===== src/rtl/phy_acc_pkg.sv =====
package phy_acc_pkg;
  localparam int WORD_W    = 32;
  localparam int ADDR_W    = 6;
  localparam int BYTE_W    = 8;
  localparam int ACK_BIT   = 26;
  localparam int RD_BIT    = 25;
  localparam int WR_BIT    = 24;
  localparam int RDATA_LSB = 16;
  localparam int WDATA_LSB = 8;
  localparam int ADDR_LSB  = 0;

  typedef enum logic [1:0] {
    ST_IDLE  = 2'd0,
    ST_BUSY  = 2'd1,
    ST_ACKED = 2'd2
  } acc_state_t;

  function automatic logic addr_supported(input logic [ADDR_W-1:0] a);
    return (a <= ADDR_W'(8)) || ((a >= ADDR_W'(11)) && (a <= ADDR_W'(13)));
  endfunction
endpackage


===== src/rtl/phy_cfg_regfile.sv =====
module phy_cfg_regfile
  import phy_acc_pkg::*;
#(
  parameter int LAT = 3
) (
  input  logic              clk,
  input  logic              rst,
  input  logic              req,
  input  logic              we,
  input  logic [ADDR_W-1:0] addr,
  input  logic [BYTE_W-1:0] wdata,
  output logic              done,
  output logic [BYTE_W-1:0] rdata
);
  localparam int DEPTH = 1 << ADDR_W;
  localparam int CNT_W = $clog2(LAT + 1) + 1;

  logic [CNT_W-1:0]  wait_cnt;
  logic [BYTE_W-1:0] cells [DEPTH];

  assign done = req && (wait_cnt == CNT_W'(LAT));

  always_ff @(posedge clk) begin
    if (rst || !req || done) wait_cnt <= '0;
    else                     wait_cnt <= wait_cnt + 1'b1;
  end

  for (genvar g = 0; g < DEPTH; g++) begin : g_cell
    if (addr_supported(ADDR_W'(g))) begin : g_live
      logic [BYTE_W-1:0] val_q;
      always_ff @(posedge clk) begin
        if (rst)
          val_q <= '0;
        else if (done && we && (addr == ADDR_W'(g)))
          val_q <= wdata;
      end
      assign cells[g] = val_q;
    end else begin : g_hole
      assign cells[g] = '0;
    end
  end

  assign rdata = cells[addr];
endmodule


===== src/rtl/phy_acc_ctrl.sv =====
module phy_acc_ctrl
  import phy_acc_pkg::*;
(
  input  logic              clk,
  input  logic              rst,
  input  logic              sw_we,
  input  logic [WORD_W-1:0] sw_wdata,
  input  logic              phy_done,
  input  logic [BYTE_W-1:0] phy_rdata,
  output logic              phy_req,
  output logic              phy_we,
  output logic [ADDR_W-1:0] phy_addr,
  output logic [BYTE_W-1:0] phy_wdata,
  output logic [WORD_W-1:0] port_word
);
  acc_state_t        state_q;
  logic              wr_q, rd_q, op_wr_q;
  logic [ADDR_W-1:0] addr_q;
  logic [BYTE_W-1:0] wbyte_q, rbyte_q;
  logic              ack;

  always_ff @(posedge clk) begin
    if (rst) begin
      wr_q    <= 1'b0;
      rd_q    <= 1'b0;
      addr_q  <= '0;
      wbyte_q <= '0;
    end else if (sw_we) begin
      wr_q <= sw_wdata[WR_BIT];
      rd_q <= sw_wdata[RD_BIT];
      if (state_q == ST_IDLE) begin
        addr_q  <= sw_wdata[ADDR_LSB +: ADDR_W];
        wbyte_q <= sw_wdata[WDATA_LSB +: BYTE_W];
      end
    end
  end

  always_ff @(posedge clk) begin
    if (rst) begin
      state_q <= ST_IDLE;
      op_wr_q <= 1'b0;
      rbyte_q <= '0;
    end else begin
      unique case (state_q)
        ST_IDLE: begin
          if (wr_q ^ rd_q) begin
            state_q <= ST_BUSY;
            op_wr_q <= wr_q;
          end
        end
        ST_BUSY: begin
          if (phy_done) begin
            state_q <= ST_ACKED;
            if (!op_wr_q) rbyte_q <= phy_rdata;
          end
        end
        ST_ACKED: begin
          if (!wr_q && !rd_q) state_q <= ST_IDLE;
        end
        default: state_q <= ST_IDLE;
      endcase
    end
  end

  assign ack       = (state_q == ST_ACKED);
  assign phy_req   = (state_q == ST_BUSY);
  assign phy_we    = op_wr_q;
  assign phy_addr  = addr_q;
  assign phy_wdata = wbyte_q;

  always_comb begin
    port_word = '0;
    port_word[ACK_BIT] = ack;
    port_word[RD_BIT]  = rd_q;
    port_word[WR_BIT]  = wr_q;
    port_word[RDATA_LSB +: BYTE_W] = rbyte_q;
    port_word[WDATA_LSB +: BYTE_W] = wbyte_q;
    port_word[ADDR_LSB +: ADDR_W]  = addr_q;
  end
endmodule


===== src/rtl/phy_access_bridge.sv =====
module phy_access_bridge
  import phy_acc_pkg::*;
#(
  parameter int LAT = 3
) (
  input  logic        clk,
  input  logic        rst,
  input  logic        sw_we,
  input  logic [31:0] sw_wdata,
  output logic [31:0] port_rdata
);
  logic              phy_req, phy_we, phy_done;
  logic [ADDR_W-1:0] phy_addr;
  logic [BYTE_W-1:0] phy_wdata, phy_rdata;

  phy_acc_ctrl ctrl_i (
    .clk       (clk),
    .rst       (rst),
    .sw_we     (sw_we),
    .sw_wdata  (sw_wdata),
    .phy_done  (phy_done),
    .phy_rdata (phy_rdata),
    .phy_req   (phy_req),
    .phy_we    (phy_we),
    .phy_addr  (phy_addr),
    .phy_wdata (phy_wdata),
    .port_word (port_rdata)
  );

  phy_cfg_regfile #(.LAT(LAT)) regs_i (
    .clk   (clk),
    .rst   (rst),
    .req   (phy_req),
    .we    (phy_we),
    .addr  (phy_addr),
    .wdata (phy_wdata),
    .done  (phy_done),
    .rdata (phy_rdata)
  );
endmodule


===== config.mk =====
export PLATFORM = sky130hd
export DESIGN_NAME = phy_access_bridge
export DESIGN_NICKNAME = d
export VERILOG_FILES = /design/src/rtl/phy_acc_pkg.sv /design/src/rtl/phy_cfg_regfile.sv /design/src/rtl/phy_acc_ctrl.sv /design/src/rtl/phy_access_bridge.sv
export SDC_FILE = /design/constraint.sdc
export NUM_CORES = 1
export LEC_CHECK = 0
export BUFFER_PORTS_ARGS = -buffer_cell sky130_fd_sc_hd__buf_2
export CORE_MARGIN = 2
export CORE_UTILIZATION = 28
export DETAILED_ROUTE_END_ITERATION = 6
export HOLD_SLACK_MARGIN = 0.06
export PLACE_DENSITY = 0.52
export SYNTH_ARGS = -nofsm -noshare
export SYNTH_HDL_FRONTEND = slang
export SYNTH_SLANG_ARGS = --single-unit

===== constraint.sdc =====
create_clock -name clk -period 1.6 [get_ports clk]
set_clock_uncertainty 0.05 [all_clocks]
set_input_delay 0.24 -clock clk [delete_from_list [all_inputs] [get_ports clk]]
set_output_delay 0.24 -clock clk [all_outputs]
set_load 0.005 [all_outputs]

==> results.yml, run 1 <==
outcome:
  outcome: "complete, but fails checks"
  failed_checks: "negative setup slack"
cells_and_area:
  post-route-util: 0.366
  antenna_cells: 0
  fin_area_um2: 7410
  drive_gt1_frac: 0.289
  area_growth_pct: 28.4
  fin_nets: 679
routing:
  wl_mm: 14.2
  antenna_left: 0
  drt-vias-per-instance: 4.59
  drtIter0Drc: 205
  drtPass1Iterations: 4
  drc: 0
  vias: 4245
  routedWlPerCell_um: 15.4
global_route:
  grt_usage: 0.134
  antenna_found_initial: 0
  grt_pass1_wl_mm: 22.6
  grt_pass1_vias: 4340
  overflow: 0
  grt_max_degree: 42
critical_path:
  crit_type: "flop to flop"
  critical_path_arrival_ps: 2000
  cpPeakStageDelay_ps: 340
  r2r_start: "regs_i.wait_cnt[0]$_SDFF_PP0_"
  crit_top_cell: "ha_4"
  worstSetupEndpointType: "flop"
  start_kind: "flop"
  crit_start: "regs_i.wait_cnt[0]$_SDFF_PP0_"
  cp.required_ps: 1850
  crit_slowest_cell: "dfxtp_2"
  path_max_fanout: 8
  crit_path_cell_trace: "ha_4 -> ha_4 -> and3b_2 -> buf_12 -> nand4_4 -> mux2i_1 -> nor2_1"
timing:
  post-route-min-period_ps: 1750
  period_share: 1.09
  holdWs_ps: 92.1
  finalSetupTns_ps: -10490
  slew_violations: 0
  rsz0062_at_grt: "true"
  setup_ws_ps: -150
  hold_viol_final: 0
  max_freq_ghz: 0.571
  setup_viol: 104
die:
  row_count: 52
  die_x_um: 148
  start_util: 0.285
  die_y_um: 148
  pin_count: 67
  die-area_um2: 21800
  core_um2: 20200
clock_network:
  cts.path.max_buffers: 2
  root_buffer: "clkbuf_16"
  cts_made_buffers: 17
  clkSinkCount: 126
  cts_tree: "built"
  htreeDepth: 4
  clk_latency_ps: 420
  clk_pin_slew_ps: 50
yosys:
  syn-instance-count: 549
  async_flop_share: 0
  synthesis.area_per_instance_um2: 10.5
  synth_top_cell_area_share: 0.437
  ys.flop_type: "dfxtp_1"
  synth_cell_type_count: 38
  syn-cell-area_um2: 5770
  ys_warn_count: 0
  synth-seq-cells: 126
  ys_seq_area_frac: 0.437
  synth_top_area_cell: "dfxtp_1"
  synth_edf_count: 0
  synth.area.top_cells: "dfxtp_1 44%, mux2i_1 21%, nor2_1 6.7%"
power_and_ir_drop:
  peakVddDrop_mv: 0.584
  powerDensity_nw_per_um2: 1010
  power_leakage_nw: 3.49
worst_hold_path:
  worst_hold_path_type: "input port to flop"
  min-delay-start: "sw_we"
run:
  cap_violations: 0
place:
  place_hpwl_mm: 10.0
  io_buffers: 43
  dpl-instance-area_um2: 6600
  place.gp.congestion: 0.764
[cells by family after synthesis]
kind of cell | Yosys count | share of synthesized area
AO/OA/AOI/OAI | 64 | 0.0955
adder cells (fa/ha/maj) | 3 | 0.00651
buffers and inverters | 58 | 0.0573
flip-flops | 126 | 0.437
multiplexers | 131 | 0.249
other | 1 | 0.000650
AND/OR/NAND/NOR | 166 | 0.154
[layout make-up]
class	instances	area [µm²]
fill	1979	12800
timing repair buffer	120	960
tap	270	338
multi-input combinational	371	3010
clock buffer	24	462
inverter	5	18.8
sequential	126	2530
clock inverter	8	90.1
[per-stage QoR]
| stage | instances | power (W) | setup WS, ps |
|---|---|---|---|
| final | 924 | 0.00748 | -150 |
| after global routing | 924 | 0.00774 | -236 |
| after CTS | 921 | 0.00754 | -182 |
| after detailed placement | 873 | 0.00385 | -173 |
| after global placement | 873 | 0.00384 | -161 |
| after floorplan | 555 | 0.00362 | -71.0 |
[cell usage in the layout (no fill, tap or decap), drive strengths merged, types with 5 or more instances in the layout]
master,n
mux2i,123
nand4,11
nor2,105
buf,103
conb,7
o21ai,16
inv,5
clkinv,6
a22oi,8
nand2,31
o221a,8
a21oi,16
a221oi,16
dfxtp,126
clkbuf,25
mux4,8
dlygate4sd3,16
[worst paths after layout]
check                                                  end  slack, ps  cells past startpoint
max reg2reg  regs_i.g_cell[0].g_live.val_q[6]$_SDFFE_PP0P_       -150                      7
min                               ctrl_i.wr_q$_SDFFE_PP0P_         90                      3
min reg2reg                  regs_i.wait_cnt[0]$_SDFF_PP0_        380                      1
max          regs_i.g_cell[0].g_live.val_q[6]$_SDFFE_PP0P_       -150                      7
[metal layers]
layer  track usage  routed length, µm  share of wire
met5             0                  0              0
met1         0.171               6660           0.47
met4        0.0486                207          0.015
met3        0.0296                385          0.027
met2         0.223               6980           0.49
[registers in the layout, indices dropped and copies added, names as in the netlist]
name and count:
regs_i.wait_cnt 3, ctrl_i.phy_we 1, ctrl_i.wr_q 1, ctrl_i.rd_q 1, ctrl_i.phy_addr 6, ctrl_i.phy_wdata 8, regs_i.g_cell.g_live.val_q 96, ctrl_i.state_q 2
ctrl_i.rbyte_q 8
[timing repair]
action,in CTS,in global routing
gates cloned,0,1
endpoints found under the hold margin,16,0
buffers inserted,0,2
hold buffers,16,0
resized for setup,14,11
endpoints found under the setup margin,105,105
pin swaps,6,7
[power breakdown]
group	switching, W	internal [W]	leakage (nW)
Clock	0.00132	0.00231	0.275
Combinational	0.000350	0.000283	2.20
Sequential	0.0000377	0.00317	1.02
Total	0.00171	0.00577	3.49
[cells in the mapped netlist (2+ instances only)]
cell type and instances:
dfxtp_1 126, mux2i_1 123, nor2_1 103, nand2_1 31, clkbuf_1 23, a21oi_1 16, a221oi_2 16, buf_4 15
nand4_4 10, a22oi_1 8, o21ai_0 8, o21ai_1 8, buf_2 7, mux4_1 6, o221a_2 6, inv_1 5
buf_1 4, nor2b_1 4, ha_1 3, nand2b_1 3, and2_1 2, buf_12 2, buf_6 2, mux4_2 2
nand3_1 2, o221a_1 2
[critical path, delay by kind of cell (launching register included)]
family / cells / cell delay [ps]
and+or+nand+nor: 3 / 540
buffers and inverters: 1 / 170
adders and majority gates: 2 / 270
DFF: 1 / 340
muxes: 1 / 250
(Power assumes the default switching activity.)
==> run 2: changes to the inputs <==
--- a/config.mk
+++ b/config.mk
@@ -5,6 +5,7 @@
 export SDC_FILE = /design/constraint.sdc
 export NUM_CORES = 1
 export LEC_CHECK = 0
+export ABC_AREA = 1
 export BUFFER_PORTS_ARGS = -buffer_cell sky130_fd_sc_hd__buf_2
 export CORE_MARGIN = 2
 export CORE_UTILIZATION = 28
==> results.yml, run 2 <==
power_and_ir_drop:
  switching_share: 0.263
  intPower_w: 0.00621
  power_frac_comb: 0.125
  powerDensity_nw_per_um2: 1010
  pwr-share-clk: 0.493
  power.switching_w: 0.00221
  peakVddDrop_mv: 0.701
  seqPwrFrac: 0.382
  power_leakage_nw: 3.55
timing:
  max_freq_ghz: 0.587
  rsz0062_at_grt: "true"
  holdWs_ps: 72.8
  hold_viol_final: 0
  post-route-min-period_ps: 1700
  setup_viol: 104
  period_share: 1.06
  setup_ws_ps: -104
  slew_violations: 0
routing:
  antenna_left: 0
  drtIter0Drc: 414
  drc: 0
  vias: 5788
  drtPass1Iterations: 5
  drt-vias-per-instance: 4.70
  wl_mm: 19.3
  routedWlPerCell_um: 15.7
yosys:
  ys.flop_type: "dfxtp_1"
  synth_top_cell_area_share: 0.431
  synth_top_area_cell: "dfxtp_1"
  async_flop_share: 0
  syn-instance-count: 839
  synth_edf_count: 0
  ys_seq_area_frac: 0.431
  synth_cell_type_count: 25
  ys_warn_count: 0
  synthesis.area_per_instance_um2: 6.97
  synth_simple_gate_area_frac: 0.325
  synth_fa_ha_area_frac: 0.00642
  synthMuxAreaShare: 0
  synth_common_cells: "207 x nand2_1, 150 x nor2_1, 126 x dfxtp_1, 96 x o21ai_0, 88 x a21oi_1"
  yosysMostFrequentCell: "nand2_1"
  synth_top_family_by_area: "simple AND/OR/NAND/NOR gates"
  synth_compound_area_frac: 0.165
  synth_xor_area_frac: 0
  syn-cell-area_um2: 5850
  synth.area.top_cells: "dfxtp_1 43%, nand2_1 13%, nor2_1 9.6%"
  synth-seq-cells: 126
die:
  die_x_um: 149
  start_util: 0.287
  pin_count: 67
  row_count: 52
  core_um2: 20400
  die_y_um: 149
  die-area_um2: 22100
cells_and_area:
  antenna_cells: 0
  largest_register: "regs_i.g_cell.g_live.val_q"
  final_common_cell: "nand2_1"
  post-route-util: 0.408
  fin_nets: 987
  drive_gt1_frac: 0.297
  area_growth_pct: 42.0
  final_cell_mix: "201 x nand2_1, 147 x nor2_1, 122 x dfxtp_1"
  largest_reg_flops: 96
  fillers: 2084
clock_network:
  clk_latency_ps: 430
  cts.path.max_buffers: 2
  htreeDepth: 4
  root_buffer: "clkbuf_16"
  cts_tree: "built"
  clk_pin_slew_ps: 60
  clkSinkCount: 126
  cts_made_buffers: 17
worst_hold_path:
  worst_hold_path_type: "input port to flop"
global_route:
  grt_pass1_vias: 5518
  grt_usage: 0.183
  grt_max_degree: 37
  grt_pass1_wl_mm: 30.8
  overflow: 0
  antenna_found_initial: 0
place:
  place.gp.congestion: 0.818
  place_hpwl_mm: 12.2
  io_buffers: 43
outcome:
  failed_checks: "negative setup slack"
  outcome: "complete, but fails checks"
critical_path:
  critical-path-top-delay-family: "simple AND/OR/NAND/NOR gates"
  worstSetupEndpointType: "flop"
  start_kind: "flop"
  crit_path_cell_trace: "ha_4 -> ha_4 -> nand3_4 -> nor3_4 -> buf_12 -> buf_12 -> nand3_4 -> inv_6 -> nor2_2 -> nor2_1"
  cp.required_ps: 1910
  crit_slowest_cell: "dfxtp_2"
  path_max_fanout: 8
  crit_type: "flop to flop"
  critPathBufInv: 3
  critical_path_arrival_ps: 2010
  cpPeakStageDelay_ps: 340
run:
  cap_violations: 0
==> run 2: cell types whose count changed in the layout (fill, tap and decap cells not counted), sizes merged, moves of 8 or more <==
| cell | change |
|---|---|
| inv | +20 |
| a21oi | +72 |
| o221a | -8 |
| buf | +18 |
| a22oi | -8 |
| mux4 | -8 |
| mux2i | -123 |
| a221oi | -16 |
| nor2 | +58 |
| nand3 | +53 |
| nand2 | +188 |
| o21ai | +89 |
| nand4 | -11 |
==> run 2: what timing repair did <==
item	4_1_cts	5_1_grt
hold buffers	15	0
buffers inserted	5	5
endpoints found under the hold margin	14	0
setup endpoints to repair	98	104
cloned	6	2
pin swaps	14	24
gates resized for setup	106	107
==> run 2: logic make-up (layout without fill, tap and decap cells) <==
group,count (synthesis),after routing
AO/OA/AOI/OAI,193,193
adder cells (fa/ha/maj),3,3
buffers and inverters,81,195
flip-flops,126,126
other,1,7
AND/OR/NAND/NOR,435,438
==> run 2: worst min-delay path, delay by kind of cell <==
kind,cells,cell delay (ps)
AOI/OAI and AO/OA,1,70
buffers and inverters,2,200
==> run 2: power by group through the flow <==
stage | Clock [W] | Combinational [W] | Sequential (W)
finish | 0.00416 | 0.00105 | 0.00322
global route | 0.00436 | 0.00113 | 0.00323
CTS | 0.00423 | 0.00100 | 0.00322
detailed placement | 0 | 0.000933 | 0.00329
global placement | 0 | 0.000934 | 0.00329
floorplan | 0 | 0.000490 | 0.00330
==> run 2: final timing paths <==
path	slack, ps	depth (start not counted)	start	endpoint
worst max-delay path	-100	10	regs_i.wait_cnt[1]$_SDFF_PP0_	regs_i.g_cell[12].g_live.val_q[4]$_SDFFE_PP0P_
worst min-delay path	70	3	sw_we	ctrl_i.wr_q$_SDFFE_PP0P_
worst max register to register	-100	10	regs_i.wait_cnt[1]$_SDFF_PP0_	regs_i.g_cell[12].g_live.val_q[4]$_SDFFE_PP0P_
worst min register to register	410	2	ctrl_i.rbyte_q[4]$_SDFFE_PP0P_	ctrl_i.rbyte_q[4]$_SDFFE_PP0P_
==> run 2: layout make-up <==
class | instances | area [µm²] | share of cell area
clock inverters | 13 | 190 | 0.0229
repair buffers | 138 | 1320 | 0.159
multi-input cells | 641 | 3370 | 0.406
clock buffers | 19 | 443 | 0.0533
inverters | 25 | 116 | 0.0140
well taps | 270 | 338 | 0.0407
flip-flops and latches | 126 | 2530 | 0.305
==> run 2: metal layers <==
metal | global-route usage | share of wire | vias up
li1 | - | - | 2961
met1 | 0.251 | 0.49 | 2665
met2 | 0.283 | 0.45 | 131
met3 | 0.0442 | 0.040 | 31
met4 | 0.0629 | 0.023 | 0
met5 | 0 | 0 | -
==> run 2: per-stage QoR <==
stage	setup TNS, ps	cells	setup WS, ps	power (W)	instance area (µm²)
2_1_floorplan	0	845	24.5	0.00379	5870
3_3_place_gp	-13280	1169	-206	0.00422	6760
3_5_place_dp	-15980	1169	-239	0.00422	6760
4_1_cts	-10590	1227	-142	0.00845	7940
5_1_grt	-13590	1232	-185	0.00872	8300
6_report	-4620	1232	-104	0.00843	8300
==> run 3: changes to the inputs <==
--- a/config.mk
+++ b/config.mk
@@ -5,13 +5,12 @@
 export SDC_FILE = /design/constraint.sdc
 export NUM_CORES = 1
 export LEC_CHECK = 0
-export ABC_AREA = 1
 export BUFFER_PORTS_ARGS = -buffer_cell sky130_fd_sc_hd__buf_2
 export CORE_MARGIN = 2
 export CORE_UTILIZATION = 28
 export DETAILED_ROUTE_END_ITERATION = 6
 export HOLD_SLACK_MARGIN = 0.06
-export PLACE_DENSITY = 0.52
+export PLACE_DENSITY = 0.5
 export SYNTH_ARGS = -nofsm -noshare
 export SYNTH_HDL_FRONTEND = slang
 export SYNTH_SLANG_ARGS = --single-unit
==> constraint.sdc (replaced) <==
create_clock -name clk -period 2.1 [get_ports clk]
set_clock_uncertainty 0.05 [all_clocks]
set_input_delay 0.315 -clock clk [delete_from_list [all_inputs] [get_ports clk]]
set_output_delay 0.315 -clock clk [all_outputs]
set_load 0.005 [all_outputs]
==> results.yml, run 3 (synthesis results as in run 1) <==
timing:
  setup_viol: 0
  finalSetupTns_ps: 0
  post-route-min-period_ps: 1900
  setup_ws_ps: 197
  max_freq_ghz: 0.525
  slew_headroom: 0.626
  hold_viol_final: 0
  rsz0062_at_grt: "false"
  tightest_slew_ps: 560
  slew_violations: 0
  period_share: 0.906
clock_network:
  cts_tree: "built"
  cts_made_buffers: 17
  cts_hold_buf: 0
  cts_resized: 0
  clkSinkCount: 126
  clk_latency_ps: 420
  cts.path.max_buffers: 2
  cts_setup_buffers: 0
  htreeDepth: 4
  root_buffer: "clkbuf_16"
  clk_pin_slew_ps: 50
cells_and_area:
  largest_reg_flops: 96
  fin_nets: 636
  area_growth_pct: 19.0
  antenna_cells: 0
  fillers: 2069
  final_cell_mix: "126 x dfxtp_1, 123 x mux2i_1, 103 x nor2_1"
  final_cells: 876
  largest_register: "regs_i.g_cell.g_live.val_q"
  fin_area_um2: 6870
  drive_gt1_frac: 0.228
  final_common_cell: "dfxtp_1"
place:
  dpl-instance-area_um2: 6340
  pre_cts_slack_ps: 162
  place.gp.congestion: 0.737
  io_buffers: 43
  place_hpwl_mm: 9.88
  post-place-cells: 849
routing:
  antenna_left: 0
  routedWlPerCell_um: 15.9
  drtIter0Drc: 203
  vias: 4070
  wl_mm: 13.9
  drc: 0
  drt-vias-per-instance: 4.65
  drtPass1Iterations: 5
critical_path:
  crit_slowest_cell: "nand4_2"
  cpPeakStageDelay_ps: 350
  r2r_start: "regs_i.wait_cnt[0]$_SDFF_PP0_"
  crit_top_cell: "ha_1"
  crit_type: "flop to flop"
  rrSetupSlack_ps: 200
  crit_start: "regs_i.wait_cnt[0]$_SDFF_PP0_"
  worstSetupEndpointType: "flop"
  cp.required_ps: 2350
  rr_worst_depth: 7
  crit_path_cell_trace: "ha_1 -> ha_1 -> and3b_1 -> buf_12 -> nand4_2 -> mux2i_1 -> nor2_1"
  start_kind: "flop"
  critPathCapture: "regs_i.g_cell[6].g_live.val_q[6]$_SDFFE_PP0P_"
  critical_path_arrival_ps: 2150
  reg2reg_to: "regs_i.g_cell[6].g_live.val_q[6]$_SDFFE_PP0P_"
  path_max_fanout: 12
global_route:
  grt_pass1_vias: 4245
  grt_max_degree: 57
  antenna_found_initial: 0
  grt_usage: 0.135
  grt_pass1_wl_mm: 22.7
  overflow: 0
power_and_ir_drop:
  power_leakage_nw: 3.25
  powerDensity_nw_per_um2: 798
  peakVddDrop_mv: 0.418
run:
  cap_violations: 0
outcome:
  outcome: "completed"
die:
  pin_count: 67
  die_x_um: 148
  die_y_um: 148
  die-area_um2: 21800
  start_util: 0.285
  row_count: 52
  core_um2: 20200
worst_hold_path:
  worst_hold_path_type: "input port to flop"
## run 3: cell types whose count changed in the layout (fill, tap and decap cells not counted), moves of 15 or more
cell	delta
dlygate4sd3_1	-15
a21oi_2	-39
a21oi_1	-32
nand2_1	-170
mux2i_1	+123
o21ai_1	-45
nand3_1	-46
a221oi_2	+16
nor2_1	-44
o21ai_2	-31
buf_4	-16
## run 3: report_power, final
part           switching (W)  internal, W  leakage, nW
Combinational       0.000242     0.000147         1.97
Clock               0.000954      0.00168        0.255
Sequential         0.0000324      0.00242         1.02
## run 3: worst min-delay path by stage
stage | startpoint | to | slack [ps] | cells after the start
6_report | sw_wdata[10] | ctrl_i.phy_wdata[2]$_SDFFE_PP0P_ | 90 | 3
5_1_grt | sw_wdata[25] | ctrl_i.rd_q$_SDFFE_PP0P_ | 80 | 3
4_1_cts | sw_wdata[10] | ctrl_i.phy_wdata[2]$_SDFFE_PP0P_ | 70 | 3
3_5_place_dp | regs_i.wait_cnt[0]$_SDFF_PP0_ | regs_i.wait_cnt[0]$_SDFF_PP0_ | 380 | 1
3_3_place_gp | regs_i.wait_cnt[0]$_SDFF_PP0_ | regs_i.wait_cnt[0]$_SDFF_PP0_ | 370 | 1
2_1_floorplan | regs_i.wait_cnt[0]$_SDFF_PP0_ | regs_i.wait_cnt[0]$_SDFF_PP0_ | 350 | 1
## run 3: stage by stage
step | hold slack, ps | util | power [W]
final | 86.1 | 0.339 | 0.00548
after global routing | 79.8 | 0.339 | 0.00569
after CTS | 71.6 | 0.339 | 0.00555
after detailed placement | 381 | 0.314 | 0.00289
after global placement | 365 | 0.314 | 0.00289
after floorplan | 349 | - | 0.00276
## run 3: worst max-delay path: cells and delay by family, from the launching register on
kind / cells / cell delay (ps)
adder cells (fa/ha/maj): 2 / 310
multiplexers: 1 / 280
AND/OR/NAND/NOR: 3 / 610
flip-flops: 1 / 330
buffers and inverters: 1 / 190
## run 3: area by class of cell
class                           count  area [µm²]  share of cell area
Clock inverter                      2        35.0             0.00510
Tap cell                          270         338              0.0492
Clock buffer                       25         485              0.0707
Inverter                            5        18.8             0.00273
Timing Repair Buffer               77         523              0.0762
Multi-Input combinational cell    371        2940               0.429
Sequential cell                   126        2520               0.367
## run 3: layer usage
layer,track usage,wire length [µm],up-vias
met5,0,0,-
met1,0.174,6540,1983
met3,0.0324,469,13
met4,0.0558,178,0
met2,0.218,6710,62
li1,-,-,2012
